$ cat config.mk
export PLATFORM = sky130hd
export DESIGN_NAME = sram_ctrl
export DESIGN_NICKNAME = d
export VERILOG_FILES = /design/src/rtl/sram_ctrl_pkg.sv /design/src/rtl/sram_ctrl_seq.sv /design/src/rtl/sram_ctrl_dpath.sv /design/src/rtl/sram_ctrl_pins.sv /design/src/rtl/sram_ctrl.sv
export SDC_FILE = /design/constraint.sdc
export NUM_CORES = 1
export LEC_CHECK = 0
export CAP_MARGIN = 20
export CORE_MARGIN = 2
export CORE_UTILIZATION = 34
export CTS_BUF_LIST = sky130_fd_sc_hd__clkbuf_2 sky130_fd_sc_hd__clkbuf_4 sky130_fd_sc_hd__clkbuf_8
export DETAILED_ROUTE_END_ITERATION = 12
export MAX_ROUTING_LAYER = met4
export PLACE_DENSITY = 0.72
export RECOVER_POWER = 100
export SLEW_MARGIN = 20
export SYNTH_ARGS = -nofsm -noshare
export SYNTH_HDL_FRONTEND = slang
export SYNTH_SLANG_ARGS = --single-unit
$ cat constraint.sdc
create_clock -name clk -period 1.8 [get_ports clk]
set_input_delay 0.18 -clock clk [delete_from_list [all_inputs] [get_ports clk]]
set_output_delay 0.18 -clock clk [all_outputs]
set_load 0.02 [all_outputs]
$ cat src/rtl/sram_ctrl_pkg.sv
package sram_ctrl_pkg;

  typedef enum logic [2:0] {
    ST_IDLE,
    ST_RD_WAIT,
    ST_WR_TURN,
    ST_WR_DRIVE,
    ST_WR_END
  } ctrl_state_e;

  // Minimum time in ps -> whole cycles, rounded up, never below one.
  function automatic int unsigned ps_to_cycles(int unsigned t_ps, int unsigned clk_ps);
    int unsigned n;
    n = (t_ps + clk_ps - 1) / clk_ps;
    if (n < 1) n = 1;
    return n;
  endfunction

  function automatic int unsigned max2(int unsigned a, int unsigned b);
    return (a > b) ? a : b;
  endfunction

  // Cycles still needed after b cycles already spent toward a; at least one.
  function automatic int unsigned left_after(int unsigned a, int unsigned b);
    return (a > b) ? (a - b) : 1;
  endfunction

endpackage

$ cat src/rtl/sram_ctrl_seq.sv
module sram_ctrl_seq
  import sram_ctrl_pkg::*;
#(
  parameter int unsigned RD_CYC   = 3,
  parameter int unsigned TURN_CYC = 2,
  parameter int unsigned DRV_CYC  = 2,
  parameter int unsigned CNT_W    = 2
) (
  input  logic        clk,
  input  logic        rst,
  input  logic        req_valid,
  input  logic        req_write,
  output ctrl_state_e state,
  output logic        accept,
  output logic        capture_now
);

  localparam logic [CNT_W-1:0] RD_LAST   = CNT_W'(RD_CYC - 1);
  localparam logic [CNT_W-1:0] TURN_LAST = CNT_W'(TURN_CYC - 1);
  localparam logic [CNT_W-1:0] DRV_LAST  = CNT_W'(DRV_CYC - 1);

  ctrl_state_e      nxt;
  logic [CNT_W-1:0] cnt;
  logic [CNT_W-1:0] phase_last;
  logic             last;

  always_comb begin
    case (state)
      ST_RD_WAIT:  phase_last = RD_LAST;
      ST_WR_TURN:  phase_last = TURN_LAST;
      ST_WR_DRIVE: phase_last = DRV_LAST;
      default:     phase_last = '0;
    endcase
  end

  assign last        = (cnt == phase_last);
  assign accept      = (state == ST_IDLE) && req_valid;
  assign capture_now = (state == ST_RD_WAIT) && last;

  always_comb begin
    nxt = state;
    case (state)
      ST_IDLE:     if (accept) nxt = req_write ? ST_WR_TURN : ST_RD_WAIT;
      ST_RD_WAIT:  if (last) nxt = ST_IDLE;
      ST_WR_TURN:  if (last) nxt = ST_WR_DRIVE;
      ST_WR_DRIVE: if (last) nxt = ST_WR_END;
      ST_WR_END:   nxt = ST_IDLE;
      default:     nxt = ST_IDLE;
    endcase
  end

  always_ff @(posedge clk) begin
    if (rst) begin
      state <= ST_IDLE;
      cnt   <= '0;
    end else begin
      state <= nxt;
      if (nxt != state || state == ST_IDLE) cnt <= '0;
      else                                  cnt <= cnt + 1'b1;
    end
  end

endmodule

$ cat src/rtl/sram_ctrl_dpath.sv
module sram_ctrl_dpath #(
  parameter int unsigned ADDR_W = 16,
  parameter int unsigned DATA_W = 8
) (
  input  logic              clk,
  input  logic              rst,
  input  logic              accept,
  input  logic              capture_now,
  input  logic [ADDR_W-1:0] req_addr,
  input  logic [DATA_W-1:0] req_wdata,
  input  logic [DATA_W-1:0] mem_dq_in,
  output logic [ADDR_W-1:0] addr_q,
  output logic [DATA_W-1:0] wdata_q,
  output logic [DATA_W-1:0] rdata_q,
  output logic              rvalid_q
);

  always_ff @(posedge clk) begin
    if (rst) begin
      addr_q   <= '0;
      wdata_q  <= '0;
      rdata_q  <= '0;
      rvalid_q <= 1'b0;
    end else begin
      if (accept) begin
        addr_q  <= req_addr;
        wdata_q <= req_wdata;
      end
      if (capture_now) rdata_q <= mem_dq_in;
      rvalid_q <= capture_now;
    end
  end

endmodule

$ cat src/rtl/sram_ctrl_pins.sv
module sram_ctrl_pins
  import sram_ctrl_pkg::*;
(
  input  ctrl_state_e state,
  output logic        mem_sel_n,
  output logic        mem_sel,
  output logic        mem_rd_n,
  output logic        mem_wr_n,
  output logic        mem_dq_drive
);

  logic busy;

  assign busy         = (state != ST_IDLE);
  assign mem_sel_n    = ~busy;
  assign mem_sel      = busy;
  assign mem_rd_n     = ~(state == ST_RD_WAIT);
  assign mem_wr_n     = ~((state == ST_WR_TURN) || (state == ST_WR_DRIVE));
  assign mem_dq_drive = (state == ST_WR_DRIVE) || (state == ST_WR_END);

endmodule

$ cat src/rtl/sram_ctrl.sv
module sram_ctrl
  import sram_ctrl_pkg::*;
#(
  parameter int unsigned ADDR_W       = 16,
  parameter int unsigned DATA_W       = 8,
  parameter int unsigned CLK_PS       = 5000,
  parameter int unsigned T_ACC_PS     = 15000,
  parameter int unsigned T_RDEN_PS    = 7000,
  parameter int unsigned T_CYC_PS     = 15000,
  parameter int unsigned T_WRPULSE_PS = 10000,
  parameter int unsigned T_ADDRWR_PS  = 13000,
  parameter int unsigned T_SELWR_PS   = 13000,
  parameter int unsigned T_DSETUP_PS  = 9000,
  parameter int unsigned T_RELEASE_PS = 8000
) (
  input  logic              clk,
  input  logic              rst,
  input  logic              req_valid,
  output logic              req_ready,
  input  logic              req_write,
  input  logic [ADDR_W-1:0] req_addr,
  input  logic [DATA_W-1:0] req_wdata,
  output logic              rsp_valid,
  output logic [DATA_W-1:0] rsp_rdata,
  output logic [ADDR_W-1:0] mem_addr,
  output logic              mem_sel_n,
  output logic              mem_sel,
  output logic              mem_rd_n,
  output logic              mem_wr_n,
  output logic [DATA_W-1:0] mem_dq_out,
  input  logic [DATA_W-1:0] mem_dq_in,
  output logic              mem_dq_drive
);

  // Read wait: address access, enable-to-data and cycle time all overlap.
  localparam int unsigned RD_CYC = max2(max2(ps_to_cycles(T_ACC_PS, CLK_PS),
                                             ps_to_cycles(T_RDEN_PS, CLK_PS)),
                                        ps_to_cycles(T_CYC_PS, CLK_PS));
  // Bus release window of the memory before the controller may drive.
  localparam int unsigned TURN_CYC = ps_to_cycles(T_RELEASE_PS, CLK_PS);
  // Drive phase: data setup, plus whatever strobe, address, select and cycle
  // minimums the turnaround phase has not already covered.
  localparam int unsigned DRV_CYC =
    max2(max2(ps_to_cycles(T_DSETUP_PS, CLK_PS),
              left_after(ps_to_cycles(T_WRPULSE_PS, CLK_PS), TURN_CYC)),
         max2(max2(left_after(ps_to_cycles(T_ADDRWR_PS, CLK_PS), TURN_CYC),
                   left_after(ps_to_cycles(T_SELWR_PS, CLK_PS), TURN_CYC)),
              left_after(ps_to_cycles(T_CYC_PS, CLK_PS), TURN_CYC + 1)));
  localparam int unsigned LONGEST = max2(max2(RD_CYC, TURN_CYC), DRV_CYC);
  localparam int unsigned CNT_W   = $clog2(LONGEST + 1);

  ctrl_state_e state;
  logic        accept;       // request taken this cycle
  logic        capture_now;  // last read-wait cycle, byte sampled at its end

  sram_ctrl_seq #(
    .RD_CYC  (RD_CYC),
    .TURN_CYC(TURN_CYC),
    .DRV_CYC (DRV_CYC),
    .CNT_W   (CNT_W)
  ) u_seq (
    .clk        (clk),
    .rst        (rst),
    .req_valid  (req_valid),
    .req_write  (req_write),
    .state      (state),
    .accept     (accept),
    .capture_now(capture_now)
  );

  sram_ctrl_dpath #(
    .ADDR_W(ADDR_W),
    .DATA_W(DATA_W)
  ) u_dpath (
    .clk        (clk),
    .rst        (rst),
    .accept     (accept),
    .capture_now(capture_now),
    .req_addr   (req_addr),
    .req_wdata  (req_wdata),
    .mem_dq_in  (mem_dq_in),
    .addr_q     (mem_addr),
    .wdata_q    (mem_dq_out),
    .rdata_q    (rsp_rdata),
    .rvalid_q   (rsp_valid)
  );

  sram_ctrl_pins u_pins (
    .state       (state),
    .mem_sel_n   (mem_sel_n),
    .mem_sel     (mem_sel),
    .mem_rd_n    (mem_rd_n),
    .mem_wr_n    (mem_wr_n),
    .mem_dq_drive(mem_dq_drive)
  );

  assign req_ready = (state == ST_IDLE);

endmodule

==> key figures, run 1 <==
Outcome
  – Outcome: completed

Power and ir drop
  – Peak supply drop: 0.425 mV
  – Pwr Density: just over 800 mW/mm^2
  – Pleak: ~0.99 nW
  – Pwr Total: between 0.0015 and 0.002 W

Synth
  – Post-Synthesis Cells: approximately 190
  – Synth Area in XOR/XNOR: 0
  – Ys flop type: dfxtp_1
  – Synth area leaders: dfxtp_1 (51%), nand2_1 (13%), a21oi_1 (11%), or3_1 (3.3%), inv_1 (2.5%)
  – Adder-Cell Fraction of Synth Area: 0
  – Simple-gate share of the synthesized area: 0.240
  – Top-area cell type share of the netlist area: 0.509
  – Avg Inst Size Synth: just over 8 um^2
  – Synth cell types: 29
  – Compound-Gate Fraction of Synth Area: 0.156
  – Sequential area share after synthesis: 0.509
  – Syn. warnings: 0
  – Largest family of logic cells by synthesized area: simple AND/OR/NAND/NOR gates
  – Asr flop ratio synth: 0
  – Yosys top cell by area: dfxtp_1
  – Post-Syn Area: between 0.001 and 0.0015 mm^2
  – Number of synthesized register bits: 38
  – Number of synthesized flops with an enable pin: 0
  – Top-count cell post-synth: nand2_1
  – Synth cell count leaders: nand2_1 (50), dfxtp_1 (38), a21oi_1 (33), inv_1 (10), or3_1 (8)
  – Syn nets: between 200 and 250
  – Mux cell area share after synthesis: 0.0134

STA
  – Hold Fails Final Rpt: 0
  – Max_slew headroom: 0.688
  – Fin. max-slew vios: 0
  – Setup_tns: 0 ns
  – Worst-margin pin slew: 0.467 ns
  – Final setup vio count: 0
  – Max Freq: 587 MHz
  – Clk_skew: 0.00368 ns
  – Final setup margin: about 0.096 ns
  – RSZ-0062 raised after global routing: false
  – Fin crit share: 0.947
  – Final min period: between 1.5 and 2 ns

Cells and area
  – # diodes: 0
  – Layout cells sized above 1: 0.0734
  – Design area: between 0.002 and 0.0025 mm^2
  – Fin nets: 294
  – Synthesis-to-finish area growth: 59.2%
  – Fin util: 0.554

GRT
  – First-pass GRT wire length: around 6100 um
  – Initial antenna violation count: 0
  – Vias in the first global route: 1351
  – Total global-route track usage: 0.155
  – Largest net degree at the start of global routing: 26
  – GR Overflow Total: 0

Place
  – HPWL Detailed: 2680 um
  – Cell Area, Placed: between 0.002 and 0.0025 mm^2
  – DP Worst Slack: 0.182 ns
  – Final Wtd Congestion: around 0.77
  – PortBufs: 74

Route
  – Post-route antenna net violation count: 0
  – Drt first pass iters: 4
  – WL final: between 3000 and 4000 um
  – Post-route DRC: 0
  – Drt wl/cell: 11.8 um
  – Via count: between 1000 and 1500
  – Vias/cell: about 4.7
  – Initial DRC count: just over 70

Worst setup path
  – Cells along the critical path: nor3_2, clkdlybuf4s50_1
  – R2R setup slack: 0.15 ns
  – Worst setup EP type: output pin
  – Slowest stage delay, CP: roughly 0.65 ns
  – Crit-path slowest cell: clkdlybuf4s50_1
  – Buffers plus inverters on the worst setup path: 1
  – Critical path peak fanout: 4
  – Critical R2R Launch: u_seq.state[0]
  – Critical path arrival: about 1.5 ns
  – CP top delay family: buffers and inverters
  – Worst endpoint required time: approximately 1.6 ns
  – Setup crit start: u_seq.state[0]
  – WS Path Type: flip-flop to output pin
  – Critical path launch point type: flip-flop

Clock network
  – CTS tree: built
  – CTS buffer count: 5
  – Max Root-Sink Buffers: 2
  – Clock-pin slew on the worst setup and hold paths: ~0.07 ns
  – Worst skew pair latency: between 0.2 and 0.3 ns
  – CTS Sinks: 38
  – CTS Hold Bufs: 0
  – Clk root buf: clkbuf_8
  – # H-tree levels: 2

Hold path
  – Hold WC Path Type: input pin to flip-flop
  – Min-delay src: req_addr[14]

Floorplanning
  – DIE AREA: ~0.0049 mm^2
  – Die W: 70.3 um
  – Initial Util: 0.348
  – Core Box Area: 0.00429 mm^2
  – Die height: 70.3 um
  – I/O pins: 75
  – Cell Rows: 24

Job
  – Max-cap violations: 0
## area by class of cell
class / count / area [um^2]
inverters: 10 / 37.5
flip-flops and latches: 38 / 763
multi-input cells: 121 / 618
fillers: 418 / 1910
well taps: 52 / 65.1
repair buffers: 82 / 802
clock inverters: 1 / 5.00
clock buffers: 7 / 90.1
## worst paths after layout
path | to | depth (start not counted)
setup reg to reg | u_dpath.addr_q[1] | 5
hold / removal | u_dpath.addr_q[14] | 3
setup / recovery | mem_sel_n | 2
hold reg to reg | u_dpath.wdata_q[4] | 2
## metal layers
metal | vias to the layer above | global-route usage | part of all wire
li1 | 752 | - | -
met1 | 654 | 0.187 | 0.45
met3 | 5 | 0.0476 | 0.061
met2 | 46 | 0.256 | 0.48
met4 | 0 | 0.0321 | 0.0079
met5 | - | - | 0
## repair_timing
| item | CTS | global route |
|---|---|---|
| resized for setup | 4 | 1 |
| setup buffers | 0 | 0 |
| setup endpoints to repair | 5 | 1 |
## tightest hold or removal path: cells and delay by family
kind | cells | cell delay, ns
AO/OA/AOI/OAI | 1 | 0.05
AND/OR/NAND/NOR | 1 | 0.05
buffers and inverters | 1 | 0.39
## cells by family (layout without fill, tap and decap cells)
family / count (synthesis) / after routing
AND/OR/NAND/NOR: 74 / 74
AO/OA/AOI/OAI: 45 / 45
flip-flops: 38 / 38
buffers and inverters: 26 / 100
multiplexers: 2 / 2
## per-stage QoR
stage	std cells	hold WS, ns
2_1_floorplan	185	0.310
3_3_place_gp	303	0.441
3_5_place_dp	303	0.445
4_1_cts	311	0.433
5_1_grt	311	0.446
6_report	311	0.442
## placed cells by master (no fill, tap or decap), types with 2 or more instances in the layout
cell type	count
mux2i_1	2
clkdlybuf4s50_1	39
nor3_1	2
or3_1	8
a21oi_1	33
nand2_1	50
dfxtp_1	36
dlygate4sd3_1	33
o21ai_0	2
clkbuf_1	2
clkbuf_4	2
o21ai_1	7
clkbuf_8	6
inv_1	10
buf_4	5
nand2b_1	2
dfxtp_2	2
## where the power goes
part / total [W] / switching, W / internal (W)
Sequential: 0.000916 / 0.0000281 / 0.000888
Combinational: 0.000414 / 0.000207 / 0.000207
Clock: 0.000598 / 0.000274 / 0.000324
Total: 0.00193 / 0.000509 / 0.00142
## registers in the layout, indices dropped and copies added (netlist names)
register and count:
u_dpath.addr_q 16, u_dpath.rdata_q 8, u_dpath.rvalid_q 1, u_dpath.wdata_q 8, u_seq.cnt 2, u_seq.state 3
No activity file was read; power rests on OpenSTA's default activity.
==> run 2: changes to the inputs <==
--- a/config.mk
+++ b/config.mk
@@ -10,10 +10,11 @@
 export CORE_UTILIZATION = 34
 export CTS_BUF_LIST = sky130_fd_sc_hd__clkbuf_2 sky130_fd_sc_hd__clkbuf_4 sky130_fd_sc_hd__clkbuf_8
 export DETAILED_ROUTE_END_ITERATION = 12
+export GPL_TIMING_DRIVEN = 1
 export MAX_ROUTING_LAYER = met4
 export PLACE_DENSITY = 0.72
 export RECOVER_POWER = 100
-export SLEW_MARGIN = 20
+export SLEW_MARGIN = 10
 export SYNTH_ARGS = -nofsm -noshare
 export SYNTH_HDL_FRONTEND = slang
 export SYNTH_SLANG_ARGS = --single-unit
==> constraint.sdc (replaced) <==
create_clock -name clk -period 2.2 [get_ports clk]
set_input_delay 0.22 -clock clk [delete_from_list [all_inputs] [get_ports clk]]
set_output_delay 0.22 -clock clk [all_outputs]
set_load 0.02 [all_outputs]
==> run 2 against run 1 <==
  * Count of clock-buffer cells in the layout is the same
  * Clock skew fell by 0.0014 ns
  * Clock power shrank 17%
  * Total power is 19% lower
  * Final area is 2.2% lower
  * First-iteration DRC count shrank 5.6%
  * Wire length is 1.6% lower
  * Critical path type unchanged
  * Critical endpoint is now mem_rd_n
==> key figures, run 2 (same netlist as run 1, synthesis figures left out) <==
Outcome
  – Outcome: completed (unchanged)

Worst setup path
  – CP top delay family: buffers and inverters (unchanged)
  – Critical path launch point type: flip-flop (unchanged)
  – Worst setup EP type: output pin (unchanged)
  – WS Path Type: flip-flop to output pin (unchanged)
  – Critical path arrival: 1.84 ns (was 1.52 ns)
  – Worst endpoint required time: 1.98 ns (was 1.62 ns)
  – Crit-path slowest cell: dlygate4sd3_1 (was clkdlybuf4s50_1)
  – Slowest stage delay, CP: 0.67 ns (was 0.65 ns)
  – Buffers plus inverters on the worst setup path: 1 (unchanged)
  – WP depth: 2 (unchanged)
  – Cells along the critical path: or3b_1, dlygate4sd3_1 (was nor3_2, clkdlybuf4s50_1)
  – Critical path peak fanout: 9 (was 4)
  – Critical R2R Launch: u_seq.state[0] (unchanged)
  – R2R setup slack: 0.38 ns (was 0.15 ns)
  – R2R depth: 4 (was 5)
  – Crit Reg-Reg Endpoint: u_dpath.rdata_q[6] (was u_dpath.addr_q[1])

Clock network
  – CTS Hold Bufs: 0 (unchanged)
  – Max Root-Sink Buffers: 2 (unchanged)
  – Post-CTS Resized: 0 (was 4)
  – Clk root buf: clkbuf_8 (unchanged)
  – CTS Sinks: 38 (unchanged)
  – CTS tree: built (unchanged)
  – Worst skew pair latency: 0.28 ns (about the same)
  – Postcts setup bufs: 0 (unchanged)
  – # H-tree levels: 2 (unchanged)
  – Clock-pin slew on the worst setup and hold paths: 0.07 ns (about the same)
  – CTS buffer count: 5 (unchanged)

Power and ir drop
  – Pleak: 0.964 nW (was 0.994 nW)
  – Pwr Density: 671 mW/mm^2 (was 810 mW/mm^2)
  – Peak supply drop: 0.356 mV (was 0.425 mV)

Cells and area
  – # diodes: 0 (unchanged)
  – Layout cells sized above 1: 0.0469 (was 0.0734)
  – Finished Layout Cells: 308 (was 311)
  – Most frequent cells in the layout: nand2_1 (50), dlygate4sd3_1 (38), dfxtp_1 (38), clkdlybuf4s50_1 (36), a21oi_1 (33) (was nand2_1 (50), clkdlybuf4s50_1 (39), dfxtp_1 (36), a21oi_1 (33), dlygate4sd3_1 (33))
  – Top reg by flops: u_dpath.addr_q (unchanged)
  – Fin nets: 291 (was 294)
  – Regs by FF count: u_dpath.addr_q (16), u_dpath.rdata_q (8), u_dpath.wdata_q (8) (unchanged)
  – Most common cell after layout, fill and taps aside: nand2_1 (unchanged)
  – Max reg flops: 16 (unchanged)
  – Layout fillers: 429 (was 418)
  – Synthesis-to-finish area growth: 55.7% (was 59.2%)

Route
  – Vias/cell: 4.73 (was 4.68)
  – Met1 Wirelength: 1640 um (was 1650 um)
  – Top sig layer: met4 (unchanged)
  – Via count: 1456 (was 1457)
  – Post-route DRC: 0 (unchanged)
  – Drt first pass iters: 4 (unchanged)
  – Met2 WL: 1690 um (was 1780 um)
  – Met3 routed WL: 234 um (was 224 um)
  – Drt wl/cell: 11.7 um (was 11.8 um)
  – Initial DRC count: 67 (was 71)
  – WL final: 3620 um (was 3680 um)
  – Post-route antenna net violation count: 0 (unchanged)

GRT
  – Initial antenna violation count: 0 (unchanged)
  – GR Overflow Total: 0 (unchanged)
  – Largest net degree at the start of global routing: 26 (unchanged)
  – First-pass GRT wire length: 5980 um (was 6060 um)
  – Vias in the first global route: 1347 (was 1351)
  – Total global-route track usage: 0.153 (was 0.155)

STA
  – Fin. max-slew vios: 0 (unchanged)
  – Final min period: 2.06 ns
  – Worst-margin pin slew: 0.623 ns (was 0.467 ns)
  – Fin crit share: 0.934
  – Max Freq: approximately 500 MHz
  – Clk_skew: 0.00232 ns (was 0.00368 ns)
  – RSZ-0062 raised after global routing: false (unchanged)
  – Final setup vio count: 0 (unchanged)
  – Max_slew headroom: 0.585 (was 0.688)
  – Hold Fails Final Rpt: 0 (unchanged)
  – Setup_tns: 0 ns (unchanged)

Hold path
  – Hold Path Cell Cnt: 2 (was 3)
  – Hold WC Path Type: flip-flop to flip-flop (was input pin to flip-flop)
  – Min-delay src: u_dpath.addr_q[5] (was req_addr[14])
  – Hold EP: u_dpath.addr_q[5] (was u_dpath.addr_q[14])

Place
  – HPWL Detailed: 2470 um (was 2680 um)
  – Placed cells: 300 (was 303)
  – Final Wtd Congestion: 0.811 (was 0.768)
  – PortBufs: 74 (unchanged)

Floorplanning
  – DIE AREA: 0.00494 mm^2 (unchanged)
  – Core Box Area: 0.00429 mm^2 (unchanged)
  – Initial Util: 0.348 (unchanged)
  – I/O pins: 75 (unchanged)
  – Cell Rows: 24 (unchanged)
  – Die height: 70.3 um (unchanged)
  – Die W: 70.3 um (unchanged)

Job
  – Max-cap violations: 0 (unchanged)
## run 2: changes by cell type in the layout (fill, tap and decap cells not counted), moves of 2 or more
cell	before	now
clkdlybuf4s50_1	39	36
dfxtp_2	2	0
dlygate4sd3_1	33	38
dfxtp_1	36	38
buf_4	5	3
## run 2: metal layers
layer  vias to the layer above  global-route usage
met3                         6              0.0418
met4                         0              0.0577
met1                       656               0.184
met5                         -                   -
met2                        47               0.245
li1                        747                   -
## run 2: metrics by stage
stage               cell area [um^2]  worst slack [ns]  power [W]   util  hold WS (ns)
floorplan                       1500             0.613   0.000939      -         0.350
global route                    2330            0.0552    0.00164  0.542         0.474
CTS                             2350             0.167    0.00161  0.547         0.457
detailed placement              2250             0.490    0.00111  0.525         0.446
global placement                2250             0.500    0.00110  0.525         0.441
finish                          2330             0.145    0.00156  0.542         0.452
## run 2: worst register-to-register path, cell delays in order, from the launching register on
cell and delay (ns):
dfxtp_1 0.49, or3b_1 0.40, clkbuf_1 0.30, or3_1 0.43, a21oi_1 0.13
## run 2: power by group
part	leakage (nW)	total [W]	switching, W	internal [W]
clock network	0.0517	0.000498	0.000233	0.000265
logic	0.602	0.000313	0.000161	0.000151
registers	0.310	0.000752	0.0000259	0.000726
total	0.964	0.00156	0.000420	0.00114
## run 2: layout make-up
class | count | area, um^2 | share of cell area
multi-input cells | 121 | 598 | 0.257
inverters | 10 | 37.5 | 0.0161
flip-flops and latches | 38 | 761 | 0.327
well taps | 52 | 65.1 | 0.0279
clock inverters | 1 | 5.00 | 0.00215
clock buffers | 7 | 90.1 | 0.0387
repair buffers | 79 | 772 | 0.332
## run 2: worst max path at each step
| stage | start | end |
|---|---|---|
| after floorplan | u_seq.state[1] | mem_sel |
| after global placement | u_seq.state[1] | mem_dq_drive |
| after detailed placement | u_seq.state[1] | mem_dq_drive |
| after CTS | u_seq.state[1] | mem_dq_drive |
| after global routing | u_seq.state[0] | mem_rd_n |
| final | u_seq.state[0] | mem_rd_n |
